`src/rtl/exg_pkg.sv`:
```
package exg_pkg;
  localparam int ADDR_W = 32;
  localparam int OFS_W  = 8;
  typedef logic [ADDR_W-1:0] addr_t;

  localparam logic [OFS_W-1:0] OFS_CTRL  = 8'h60;
  localparam logic [OFS_W-1:0] OFS_BASE  = 8'h61;
  localparam logic [OFS_W-1:0] OFS_LIMIT = 8'h62;

  // Inclusive span test shared by the rule logic and its checks.
  function automatic logic in_span(input addr_t a, input addr_t lo, input addr_t hi);
    return (a >= lo) && (a <= hi);
  endfunction
endpackage

```
`src/rtl/exg_regs.sv`:
```
module exg_regs
  import exg_pkg::*;
(
  input  logic             clk,
  input  logic             rst_n,
  input  logic             cs,
  input  logic             we,
  input  logic [OFS_W-1:0] addr,
  input  addr_t            wdata,
  output addr_t            rdata,
  output logic             armed,
  output addr_t            win_base,
  output addr_t            win_limit
);
  logic  armed_q;
  addr_t base_q, limit_q;
  logic  wr_ctrl, wr_base, wr_limit;

  assign wr_ctrl  = cs && we && (addr == OFS_CTRL);
  assign wr_base  = cs && we && (addr == OFS_BASE)  && !armed_q;
  assign wr_limit = cs && we && (addr == OFS_LIMIT) && !armed_q;

  always_ff @(posedge clk) begin
    if (!rst_n) begin
      armed_q <= 1'b0;
      base_q  <= '0;
      limit_q <= '0;
    end else begin
      if (wr_ctrl && wdata[0]) armed_q <= 1'b1;
      if (wr_base)  base_q  <= wdata;
      if (wr_limit) limit_q <= wdata;
    end
  end

  always_comb begin
    rdata = '0;
    if (cs && !we) begin
      unique case (addr)
        OFS_CTRL:  rdata = {{(ADDR_W-1){1'b0}}, armed_q};
        OFS_BASE:  rdata = base_q;
        OFS_LIMIT: rdata = limit_q;
        default:   rdata = '0;
      endcase
    end
  end

  assign armed     = armed_q;
  assign win_base  = base_q;
  assign win_limit = limit_q;

  p_arm_sticky_r5: assert property (@(posedge clk) disable iff (!rst_n)
    armed_q |=> armed_q);
  p_bounds_frozen_r6: assert property (@(posedge clk) disable iff (!rst_n)
    armed_q |=> ($stable(base_q) && $stable(limit_q)));
endmodule

```
`src/rtl/exg_rules.sv`:
```
module exg_rules
  import exg_pkg::*;
#(
  parameter addr_t FW_BASE        = 32'hD000_0000,
  parameter addr_t FW_BYTES       = 32'h0000_0800,
  parameter addr_t RAM_BASE       = 32'h4000_0000,
  parameter addr_t RAM_BYTES      = 32'h0002_0000,
  parameter addr_t RAM_SPACE_LAST = 32'h7FFF_FFFF
) (
  input  addr_t cpu_addr,
  input  logic  cpu_valid,
  input  logic  cpu_ifetch,
  input  logic  armed,
  input  addr_t win_base,
  input  addr_t win_limit,
  output logic  fixed_hit,
  output logic  window_hit,
  output logic  force_zero
);
  localparam int    N_FIXED = 2;
  localparam addr_t FW_LAST = FW_BASE + FW_BYTES - 1;
  localparam addr_t RAM_END = RAM_BASE + RAM_BYTES;
  // rule 0: firmware RAM, fetch only; rule 1: past end of RAM, any access
  localparam logic [N_FIXED-1:0][ADDR_W-1:0] RULE_LO = {RAM_END, FW_BASE};
  localparam logic [N_FIXED-1:0][ADDR_W-1:0] RULE_HI = {RAM_SPACE_LAST, FW_LAST};
  localparam logic [N_FIXED-1:0]             RULE_FETCH_ONLY = 2'b01;

  logic [N_FIXED-1:0] rule_hit;

  for (genvar g = 0; g < N_FIXED; g++) begin : g_rule
    assign rule_hit[g] = in_span(cpu_addr, RULE_LO[g], RULE_HI[g]) &&
                         (cpu_ifetch || !RULE_FETCH_ONLY[g]);
  end

  assign fixed_hit  = |rule_hit;
  assign window_hit = armed && cpu_ifetch && in_span(cpu_addr, win_base, win_limit);
  assign force_zero = cpu_valid && (fixed_hit || window_hit);

  always_comb begin
    if (!cpu_valid) a_idle_r8: assert (!force_zero);
  end
endmodule

```
`src/rtl/exg_trap_led.sv`:
```
module exg_trap_led #(
  parameter int BLINK_BIT = 23
) (
  input  logic clk,
  input  logic rst_n,
  input  logic cpu_trap,
  output logic led_override,
  output logic led_red
);
  localparam int CNT_W = BLINK_BIT + 1;

  logic             trap_seen_q;
  logic [CNT_W-1:0] cnt_q;

  always_ff @(posedge clk) begin
    if (!rst_n) begin
      trap_seen_q <= 1'b0;
      cnt_q       <= '0;
    end else begin
      cnt_q <= cnt_q + 1'b1;
      if (cpu_trap) trap_seen_q <= 1'b1;
    end
  end

  assign led_override = trap_seen_q;
  assign led_red      = trap_seen_q && cnt_q[BLINK_BIT];

  p_trap_latch_r9: assert property (@(posedge clk) disable iff (!rst_n)
    cpu_trap |=> led_override);
  p_trap_sticky_r9: assert property (@(posedge clk) disable iff (!rst_n)
    led_override |=> led_override);
  p_red_gated_r10: assert property (@(posedge clk) disable iff (!rst_n)
    led_red |-> led_override);
endmodule

```
`src/rtl/exec_guard.sv`:
```
module exec_guard
  import exg_pkg::*;
#(
  parameter addr_t FW_BASE        = 32'hD000_0000,
  parameter addr_t FW_BYTES       = 32'h0000_0800,
  parameter addr_t RAM_BASE       = 32'h4000_0000,
  parameter addr_t RAM_BYTES      = 32'h0002_0000,
  parameter addr_t RAM_SPACE_LAST = 32'h7FFF_FFFF,
  parameter int    BLINK_BIT      = 23
) (
  input  logic        clk,
  input  logic        rst_n,
  input  logic        reg_cs,
  input  logic        reg_we,
  input  logic [7:0]  reg_addr,
  input  logic [31:0] reg_wdata,
  output logic [31:0] reg_rdata,
  input  logic        cpu_valid,
  input  logic        cpu_ifetch,
  input  logic [31:0] cpu_addr,
  input  logic        cpu_trap,
  output logic        force_zero,
  output logic        led_override,
  output logic        led_red
);
  localparam addr_t FW_LAST = FW_BASE + FW_BYTES - 1;

  logic  armed;
  addr_t win_base, win_limit;
  logic  fixed_hit, window_hit;

  exg_regs u_regs (
    .clk(clk), .rst_n(rst_n), .cs(reg_cs), .we(reg_we), .addr(reg_addr),
    .wdata(reg_wdata), .rdata(reg_rdata), .armed(armed),
    .win_base(win_base), .win_limit(win_limit)
  );

  exg_rules #(
    .FW_BASE(FW_BASE), .FW_BYTES(FW_BYTES), .RAM_BASE(RAM_BASE),
    .RAM_BYTES(RAM_BYTES), .RAM_SPACE_LAST(RAM_SPACE_LAST)
  ) u_rules (
    .cpu_addr(cpu_addr), .cpu_valid(cpu_valid), .cpu_ifetch(cpu_ifetch),
    .armed(armed), .win_base(win_base), .win_limit(win_limit),
    .fixed_hit(fixed_hit), .window_hit(window_hit), .force_zero(force_zero)
  );

  exg_trap_led #(.BLINK_BIT(BLINK_BIT)) u_led (
    .clk(clk), .rst_n(rst_n), .cpu_trap(cpu_trap),
    .led_override(led_override), .led_red(led_red)
  );

  p_fw_fetch_r2: assert property (@(posedge clk) disable iff (!rst_n)
    (cpu_valid && cpu_ifetch && in_span(cpu_addr, FW_BASE, FW_LAST)) |-> force_zero);
  p_window_needs_arm_r7: assert property (@(posedge clk) disable iff (!rst_n)
    window_hit |-> (reg_rdata == 32'h0 || armed) && armed);
  p_block_has_cause_r3: assert property (@(posedge clk) disable iff (!rst_n)
    force_zero |-> (fixed_hit || window_hit));
endmodule

```
`config.mk`:
```
export PLATFORM = sky130hd
export DESIGN_NAME = exec_guard
export DESIGN_NICKNAME = d
export VERILOG_FILES = /design/src/rtl/exg_pkg.sv /design/src/rtl/exg_regs.sv /design/src/rtl/exg_rules.sv /design/src/rtl/exg_trap_led.sv /design/src/rtl/exec_guard.sv
export SDC_FILE = /design/constraint.sdc
export NUM_CORES = 1
export LEC_CHECK = 0
export ABC_CLOCK_PERIOD_IN_PS = 2800
export CAP_MARGIN = 20
export CORE_ASPECT_RATIO = 0.9
export CORE_MARGIN = 3
export CORE_UTILIZATION = 47
export CTS_CLUSTER_DIAMETER = 150
export DETAILED_ROUTE_END_ITERATION = 8
export GPL_TIMING_DRIVEN = 0
export PLACE_DENSITY = 0.77
export SLEW_MARGIN = 20
export SYNTH_ARGS = -nofsm -noshare
export SYNTH_HDL_FRONTEND = slang
export SYNTH_SLANG_ARGS = --single-unit
```
`constraint.sdc`:
```
create_clock -name clk -period 2.8 [get_ports clk]
set_input_delay 0.84 -clock clk [delete_from_list [all_inputs] [get_ports clk]]
set_output_delay 0.84 -clock clk [all_outputs]
set_load 0.02 [all_outputs]
```
# Word level (Yosys, flattened, before mapping)
# Index checks and enable logic that the tools add are counted.
# totals
input_bits	79
output_inout_bits	35
regBits	90
word_cells	37
# op_classes
add_sub_neg	1
n_lt_le_gt_ge	6
muxes	2
n_eq_ne	3
n_reduce_logical	20
# ops
cell	count
$pmux W32 S3	1
$ge A32 B31 Y1 const B	1
$ge A32 B32 Y1	1
$ge A32 B32 Y1 const B	1
$le A32 B31 Y1 const B	1
$le A32 B32 Y1	1
$le A32 B32 Y1 const B	1
$mux W32	1
$add A24 B1 Y24 const B	1
$eq A8 B7 Y1 const B	3
$logic_and A1 B1 Y1	16
$logic_not A1 Y1	2
$reduce_or A2 Y1	1
$logic_or A1 B1 Y1	1

# Logic depth before layout (Yosys ltp)
# Gate-level depths: netlist of the first run.
# depth
ltp_word	6
mapped_depth	8
ltp_nobuf	8

# Hierarchy
# From an unflattened synthesis of the first run, not the netlist that was laid out.
# hier_totals
hier_cells	692
area_unflattened_um2	5721.7
# modules_own_cells
module	area_per_inst_um2	cells_per_inst	n_inst	seq_area_each_um2
exg_regs	2947.8	329	1	1301.2
exg_rules	1674.1	238	1	0.0
exg_trap_led	1099.8	125	1	500.5

# Least setup slack after synthesis of the first run
# No wires, ideal clock.
# synth_timing
kind	input-to-output
from	in cpu_addr[3]
to	out force_zero
arrival_ns	2.501
t_required_ns	1.960
slack_ns	-0.541
path_stages	7
n_path_buf	0
cell_sequence	ha_1 o21a_1 nor2_1 or4_1 a211oi_1 o211ai_1 a21boi_0
# synth_via
elab_chain_len	6
elab_cells_between_ends	14
classes_between	6 x order compare; 8 x reduce/logical
# synth_rtl
element	line	source
start: declaration	exec_guard.sv:20	input logic [31:0] cpu_addr,
$ge A32 B32 Y1 / $le A32 B32 Y1 (equally long branches)	exg_pkg.sv:12	return (a >= lo) && (a <= hi);
$logic_and A1 B1 Y1	exg_pkg.sv:12	
$logic_and A1 B1 Y1	exg_rules.sv:31	assign rule_hit[g] = in_span(cpu_addr, RULE_LO[g], RULE_HI[g]) &&
$reduce_or A2 Y1	exg_rules.sv:35	assign fixed_hit = |rule_hit;
$logic_or A1 B1 Y1 *	exg_rules.sv:37	assign force_zero = cpu_valid && (fixed_hit || window_hit);
$logic_and A1 B1 Y1 *	exg_rules.sv:37	
end: declaration	exec_guard.sv:22	output logic force_zero,
# Every way passes the cells marked *; elsewhere a longest branch is shown, timed or not.

# Worst setup path in the final report of the first run
# layout_timing
from	in cpu_addr[2]
to	out force_zero
# Same word-level chain as after synthesis.

==> results list, run 1 <==
* Result of the run: finished, violations left
- Violations in the final reports: negative setup slack
* H-tree lvl count: 3
- WL met1: 7630 um
* Sum of negative setup slack: -16,560 ps
- After the first detailed-routing iteration, the DRC count stood at 607.
* Highest cell delay on the worst timing path: around 500 ps
* Share of power burned in the clock network: 42.5%
- Count leader, synth: sky130_fd_sc_hd__nand2_1
- By startpoint and endpoint, the worst setup path is classified as input port to primary output.
- Measured along the x axis, the die boundary spans 121 um.
- Vias post-DR: approximately 6.0k
- Transition time of the tightest slew-check pin: 648 ps
- The root buffer cell chosen for the clock tree is sky130_fd_sc_hd__clkbuf_16.
- After floorplanning, the core was divided into 37 placement rows.
* Number of pins with negative max-slew slack in the final report: 0
- Detailed placement HPWL: between 10,000 and 15,000 um
- Beginning of the worst hold path: u_led.cnt_q[0]$_SDFF_PN0_
* Worst min path class: flip-flop to flip-flop
- From synthesis to final layout, the design area changed by 50.2%.
- Number of instances in the synthesized netlist: a little over 700
* Drt total wl: 19,200 um
- Kind of end point of the critical path: primary output
- Antenna diodes: 0
* Max capacitance violation total: 0
- Number of setup violations in the final report: 33
- Wire length of the first global-routing pass: 29,200 um
- Synth area leader: sky130_fd_sc_hd__dfxtp_1
- Main synth FF type: sky130_fd_sc_hd__dfxtp_1
- CTS Buffer Depth: 2
- Fraction of power consumed by sequential logic: 44.2%
- The most critical setup path has its startpoint at cpu_addr[2].
* Worst Path Arrival: 2660 ps
- For this run, design rule violations remaining after detail routing come to 0.
- The total overflow left after global routing is 0.
- The path with the worst hold slack has its endpoint at u_led.cnt_q[0]$_SDFF_PN0_.
- After floorplanning, the core was sized to cover 0.0116 mm^2.
- Of the post-synthesis cell area, the dominant cell type holds 32.0%.
- Util after Layout: between 70% and 80%
- Measured against its own limit, the worst slew margin works out to approximately 57%.
- Ratio of cells with drive above 1 in the final layout: 27.2%
- Type of element launching the critical path: input port
- Internal power contribution: 0.00221 W
* Fraction of synthesis flops using an asynchronous set or reset pin: 0%
* TritonCTS sink count: 90
* Switching share of power: 24.5%
- The number of antenna violations at the first check in global routing is 1.
* Final worst clock skew: between 5 and 6 ps
- Time the final worst path needs with I/O delays and setup: 3500 ps
- Critical path data required time: 1960 ps
- Final nets: 1,021
- Yosys reg bits: 90
* Ys Warns: 0
- For this run, the detailed router's first-pass iteration total came to 5.
- Clock tree from TritonCTS: done
- The analysis attributes to cell leakage a power of 2.83 nW.
- Per report_power, the combinational group accounts for a little over an eighth of the total.
* Met2 wire len: around 9300 um
- Along the worst path, the maximum fanout reaches 2.
* Post-Synthesis Net Count: 870
- Number of buffers created by CTS: 9
- Min-Delay Path Depth: 1
- The number of different library cells used by synthesis comes to 44.
- The endpoint identified for the worst register-to-register timing path is u_led.cnt_q[20]$_SDFF_PN0_.
- The routed design uses roughly 1700 um of met3 wire.
- RSZ-0062 raised after global routing: true
* EDFF count, synth: 0
* P_sw: 0.000714 W
- Cells on worst reg2reg path: 6
- Port buffering added roughly 110 buffers.
- Averaged over all synthesized cells, the footprint is 7.77 um^2.
* VDD IR-drop max: 0.000270 V
- Sequential area share after synthesis: 32.0%
- For this run, the top clock speed supported by timing is 286 MHz.
* Critical R2R Launch: u_led.cnt_q[0]$_SDFF_PN0_
* Later-pin clock latency in the skew report: between 300 and 400 ps
* Die ar.: 0.0133 mm^2
* Top Family by Delay on Critical Path: compound AO/OA/AOI/OAI gates
- 114 I/O pins were placed.
- For flop-to-flop paths, the worst setup slack is 840 ps.
* Critical-path top delay cell: sky130_fd_sc_hd__or4_4
- For this design the ratio of total power to cell area is between 300 and 400 mW/mm^2.
- Post-placement setup slack: -1760 ps
- The die is 110 um tall.
- Clock slew seen by the registers of the worst setup and hold paths: 60 ps
- Final Hold Violating Endpoints: 0
- Routability-driven placement finished with a final weighted congestion of slightly above 0.9.
* Highest metal layer with signal wires: met5
* Drt wl/cell: 18.5 um
* Filler instances: approximately 800
* Vias per cell: 5.80
* Sequence of cells on the critical path: buf_2 > ha_4 > o21a_1 > nor2_1 > or4_4 > a211oi_2 > o211ai_1 > a21boi_2 > buf_6
* Antenna violation net count after detailed routing: 0
- Commonest cells in the netlist: sky130_fd_sc_hd__nand2_1 (156), sky130_fd_sc_hd__dfxtp_1 (90), sky130_fd_sc_hd__inv_1 (66)
- Via count of the first global-routing pass: 6,075
- Top area cells in the synthesized netlist: sky130_fd_sc_hd__dfxtp_1 (32%), sky130_fd_sc_hd__ha_1 (14%), sky130_fd_sc_hd__nand2_1 (10%)
- Dividing the final minimum period by the clock period gives 125%.
- Post-Syn Area: about 0.0056 mm^2
* GRT Total Usage: 27.8%
* Count of buffer and inverter cells on the critical path: 2
* Initial core utilization: between 40 and 50%
* Post-route worst setup slack: -700 ps
* Largest net degree at the start of global routing: 15
## stage by stage
step	std cells	cell area (um^2)	hold WS [ps]	total power, W
floorplan	726	6020	436	0.00145
global placement	994	7340	454	0.00162
detailed placement	994	7340	464	0.00163
CTS	1029	8270	474	0.00287
global route	1038	8470	492	0.00299
finish	1038	8470	476	0.00292
## layer usage
| layer | vias up | global-route usage (%) |
|---|---|---|
| met4 | 2 | 10.8 |
| li1 | 2777 | - |
| met5 | - | 0 |
| met3 | 65 | 6.79 |
| met2 | 323 | 47.9 |
| met1 | 2854 | 33.5 |
## sequential cells by signal, indices dropped and copies added, names as in the netlist
signal,count
u_led.cnt_q,24
u_regs.win_base,32
u_led.led_override,1
u_regs.win_limit,32
u_regs.armed,1
## kinds of logic (layout without fill, tap and decap cells)
family                     count (synthesis)  in the layout  synth area share (%)
adders and majority gates                 65             65                  14.4
DFF                                       90             90                  32.0
and+or+nand+nor                          289            289                  23.3
xor gates and xnor gates                  17             17                  2.64
muxes                                      1              1                 0.178
buffers and inverters                    101            257                  7.28
AOI/OAI and AO/OA                        163            163                  20.2
## worst max path at each step
stage	end	slack, ps	cells after the start
2_1_floorplan	force_zero	-290	7
3_3_place_gp	reg_rdata[8]	-1740	7
3_5_place_dp	reg_rdata[9]	-1760	7
4_1_cts	force_zero	-690	10
5_1_grt	force_zero	-740	9
6_report	force_zero	-700	9
## cells in the final DEF, fill, tap and decap left out, types with 4 or more instances in the layout
| cell | count |
|---|---|
| sky130_fd_sc_hd__a21boi_0 | 39 |
| sky130_fd_sc_hd__a21boi_1 | 30 |
| sky130_fd_sc_hd__a21oi_1 | 25 |
| sky130_fd_sc_hd__a22oi_2 | 30 |
| sky130_fd_sc_hd__and2_1 | 20 |
| sky130_fd_sc_hd__buf_12 | 4 |
| sky130_fd_sc_hd__buf_2 | 17 |
| sky130_fd_sc_hd__buf_4 | 25 |
| sky130_fd_sc_hd__buf_6 | 48 |
| sky130_fd_sc_hd__buf_8 | 4 |
| sky130_fd_sc_hd__clkbuf_1 | 20 |
| sky130_fd_sc_hd__clkbuf_16 | 9 |
| sky130_fd_sc_hd__clkbuf_2 | 6 |
| sky130_fd_sc_hd__clkbuf_8 | 4 |
| sky130_fd_sc_hd__clkdlybuf4s50_1 | 38 |
| sky130_fd_sc_hd__dfxtp_1 | 90 |
| sky130_fd_sc_hd__dlygate4sd2_1 | 5 |
| sky130_fd_sc_hd__ha_1 | 35 |
| sky130_fd_sc_hd__ha_4 | 29 |
| sky130_fd_sc_hd__inv_1 | 65 |
| sky130_fd_sc_hd__nand2_1 | 154 |
| sky130_fd_sc_hd__nand3_1 | 13 |
| sky130_fd_sc_hd__nand4_1 | 17 |
| sky130_fd_sc_hd__nor2_1 | 14 |
| sky130_fd_sc_hd__nor2_2 | 5 |
| sky130_fd_sc_hd__nor2_4 | 27 |
| sky130_fd_sc_hd__nor4_1 | 5 |
| sky130_fd_sc_hd__o21a_1 | 5 |
| sky130_fd_sc_hd__o21ai_0 | 12 |
| sky130_fd_sc_hd__or3_1 | 5 |
| sky130_fd_sc_hd__xnor2_1 | 15 |
## area by class of cell
type / instances / area (um^2) / share of cell area, %
inverter: 66 / 250 / 2.95
timing repair buffer: 142 / 1390 / 16.5
sequential: 90 / 1800 / 21.3
buffer: 33 / 225 / 2.66
multi-input combinational: 535 / 4310 / 50.9
clock inverter: 5 / 53.8 / 0.635
clock buffer: 11 / 243 / 2.87
tap: 156 / 195 / 2.30
## what timing repair did
action / in CTS / in global routing
gates cloned: 3 / 0
buffers inserted: 17 / 12
gates resized for setup: 379 / 73
hold buffers: 0 / 0
setup endpoints to repair: 93 / 35
pin swaps: 77 / 34
## power groups by stage
stage,Sequential (W),Combinational [W],Clock [W]
2_1_floorplan,0.00132,0.000128,0
3_3_place_gp,0.00132,0.000305,0
3_5_place_dp,0.00132,0.000316,0
4_1_cts,0.00129,0.000344,0.00124
5_1_grt,0.00129,0.000419,0.00129
6_report,0.00129,0.000389,0.00124
Note: power is estimated with default switching activity, not from simulation.
==> run 2, diff against run 1 <==
--- a/config.mk
+++ b/config.mk
@@ -14,6 +14,7 @@
 export DETAILED_ROUTE_END_ITERATION = 8
 export GPL_TIMING_DRIVEN = 0
 export PLACE_DENSITY = 0.77
+export RECOVER_POWER = 25
 export SLEW_MARGIN = 20
 export SYNTH_ARGS = -nofsm -noshare
 export SYNTH_HDL_FRONTEND = slang
==> results list, run 2 (synthesized netlist as in run 1, its figures left out) <==
- Result of the run: finished, violations left
* Violations in the final reports: negative setup slack
- Antenna violation net count after detailed routing: 0 (unchanged)
- The startpoint identified for the worst hold timing path is u_led.cnt_q[0]$_SDFF_PN0_.
- The total negative slack is -18,960 ps (-2400 ps).
- The sink count of the clock tree came to 90 (unchanged).
- The count of input and output buffers is 112 (unchanged).
* Antenna violations before repair: 1 (unchanged)
- Reg2reg end: u_led.cnt_q[20]$_SDFF_PN0_
- Die Y: 110 um (unchanged)
- The final number of hold-violating endpoints came to 0 (unchanged).
- Number of buffers created by CTS: 9 (unchanged)
- The effective utilization at floorplan was 48.7% (unchanged).
- Max Fanout on Critical Path: 2 (unchanged)
* Worst Path Arrival: 2650 ps (about the same)
- Fmax: 286 MHz (+0.15%)
- The number of vias per cell after detailed routing is 5.82 (+0.30%).
* Highest-count cells in the layout ignoring fill and taps: sky130_fd_sc_hd__nand2_1 (154), sky130_fd_sc_hd__dfxtp_1 (90), sky130_fd_sc_hd__inv_1 (65)
- TritonCTS built the clock tree.
* Min-Delay Path Depth: 1 (unchanged)
- The floorplan row count is 37 (unchanged).
- I/O pin cnt: 114 (unchanged)
- The global placer's final weighted congestion is 0.928 (unchanged).
* Launching instance or port of the critical path: cpu_addr[2]
* Worst min path class: flip-flop to flip-flop
* Wire length of the first global-routing pass: 29,200 um (unchanged)
* Critical Setup Path Class: input port to primary output
* Final routed DRC violation total: 0 (unchanged)
- Final worst clock skew: 6.62 ps (+0.948 ps)
- The number of endpoints failing setup at the final stage came to 33 (unchanged).
- RSZ-0062 raised after global routing: true
* Kind of end point of the critical path: primary output
* Filler instances: 802 (+0.38%)
- The all-layer global routing usage was 27.8% (unchanged).
- The library cell used most frequently in the layout, excluding fill and tap cells, is sky130_fd_sc_hd__nand2_1.
- Final period util: 125% (-0.19 points)
- Total global routing overflow: 0 (unchanged)
- CTS Buffer Depth: 2 (unchanged)
- Die boundary width: 121 um (unchanged)
- The tree is rooted in a sky130_fd_sc_hd__clkbuf_16.
- Vias post-DR: 6,039 (+0.30%)
* Pwr dens: 345 mW/mm^2 (+0.23%)
- The maximum number of pins on one net before global-route repair came to 15 (unchanged).
- The via count of the first global-routing pass came to 6,075 (unchanged).
* Total iterations of the first detailed-routing run: 7 (+2)
* Post-CTS Hold Fix Bufs: 0 (unchanged)
* Post-route worst setup slack: -694 ps (+5.33 ps)
- The net total in the final layout is 1,021 (unchanged).
- VDD IR-drop max: 0.000270 V (+0.12%)
- Ratio of cells with drive above 1 in the final layout: 27.0% (-0.23 points)
* Leakage power total: 2.81 nW (-0.69%)
- Drt total wl: 19,300 um (+0.38%)
* Reg2reg setup slack: 770 ps (-70 ps)
* Type of element launching the critical path: input port
- Std-Cell Core Area: 0.0116 mm^2 (unchanged)
* Drt wl/cell: 18.6 um (+0.38%)
- The actual slew at the worst max-slew pin is 659 ps (+11.4 ps).
- The number of violations reported at the end of detailed-routing iteration 0 came to 592 (-2.5%).
- Antenna diodes: 0 (unchanged)
- The worst register-to-register path begins at u_led.cnt_q[6]$_SDFF_PN0_.
* Terminating pin of the worst hold path: u_led.cnt_q[0]$_SDFF_PN0_
- The area added between synthesis and finish is 50.2% (about the same).
- The max-slew violation count came to 0 (unchanged).
- Worst hold slack after final layout: 476 ps (+0.498 ps)
- Max capacitance violation total: 0 (unchanged)
* Critical path data required time: 1960 ps (about the same)
- Cells on worst reg2reg path: 6 (unchanged)
* Clock slew seen by the registers of the worst setup and hold paths: 60 ps (about the same)
* Slew margin rel.: 56.1% (-0.76 points)
- Later-pin clock latency in the skew report: 350 ps (about the same)
- The die footprint was 0.0133 mm^2 (unchanged).
- Time the final worst path needs with I/O delays and setup: 3490 ps (-5.33 ps)
- Detailed placement HPWL: 12,600 um (unchanged)
- The depth of the CTS H-tree was 3 (unchanged).
-- run 2: how the worst max path moves through the flow --
stage	slack, ps	cells after the start	end
after global placement	-1740	7	reg_rdata[8]
after floorplan	-290	7	force_zero
after CTS	-690	10	force_zero
after global routing	-740	9	force_zero
after detailed placement	-1760	7	reg_rdata[9]
final	-690	9	force_zero
-- run 2: per-layer routing --
metal | vias to the layer above | track usage, % | routed length (um)
met1 | 2889 | 33.5 | 7740
met5 | - | 0 | 7
met2 | 309 | 47.9 | 9320
met3 | 60 | 6.79 | 1620
li1 | 2779 | - | -
met4 | 2 | 10.8 | 609
-- run 2: critical path: stages --
cell                       delay (ps)
sky130_fd_sc_hd__buf_2            130
sky130_fd_sc_hd__ha_4             260
sky130_fd_sc_hd__o21a_1           110
sky130_fd_sc_hd__nor2_1            60
sky130_fd_sc_hd__or4_4            500
sky130_fd_sc_hd__a211oi_2         270
sky130_fd_sc_hd__o211ai_1         190
sky130_fd_sc_hd__a21boi_2         170
sky130_fd_sc_hd__buf_6            130
-- run 2: per-stage QoR --
step	worst slack [ps]	utilization, %	power (W)	cells	cell area (um^2)
2_1_floorplan	-287	-	0.00145	726	6020
5_1_grt	-743	73.1	0.00299	1038	8470
3_5_place_dp	-1760	63.4	0.00163	994	7340
3_3_place_gp	-1740	63.4	0.00162	994	7340
6_report	-694	73.1	0.00292	1038	8470
4_1_cts	-687	71.4	0.00287	1029	8270
-- run 2: repair_timing --
item | in CTS | in global routing
endpoints found under the hold margin | 0 | 0
gates resized for setup | 379 | 73
gates cloned | 3 | 0
setup endpoints to repair | 93 | 35
pin swaps | 77 | 34
buffers inserted | 17 | 12
-- run 2: area by class of cell --
type | count | area [um^2] | share of cell area, %
Inverter | 66 | 250 | 2.96
Timing Repair Buffer | 142 | 1390 | 16.5
Buffer | 33 | 224 | 2.65
Clock buffer | 11 | 243 | 2.87
Sequential cell | 90 | 1800 | 21.3
Clock inverter | 5 | 53.8 | 0.636
Multi-Input combinational cell | 535 | 4300 | 50.8
Tap cell | 156 | 195 | 2.31
-- run 2: power breakdown --
group	internal (W)	switching [W]	total (W)
clock network	0.000714	0.000532	0.00125
registers	0.00128	0.00000458	0.00129
logic	0.000206	0.000183	0.000389
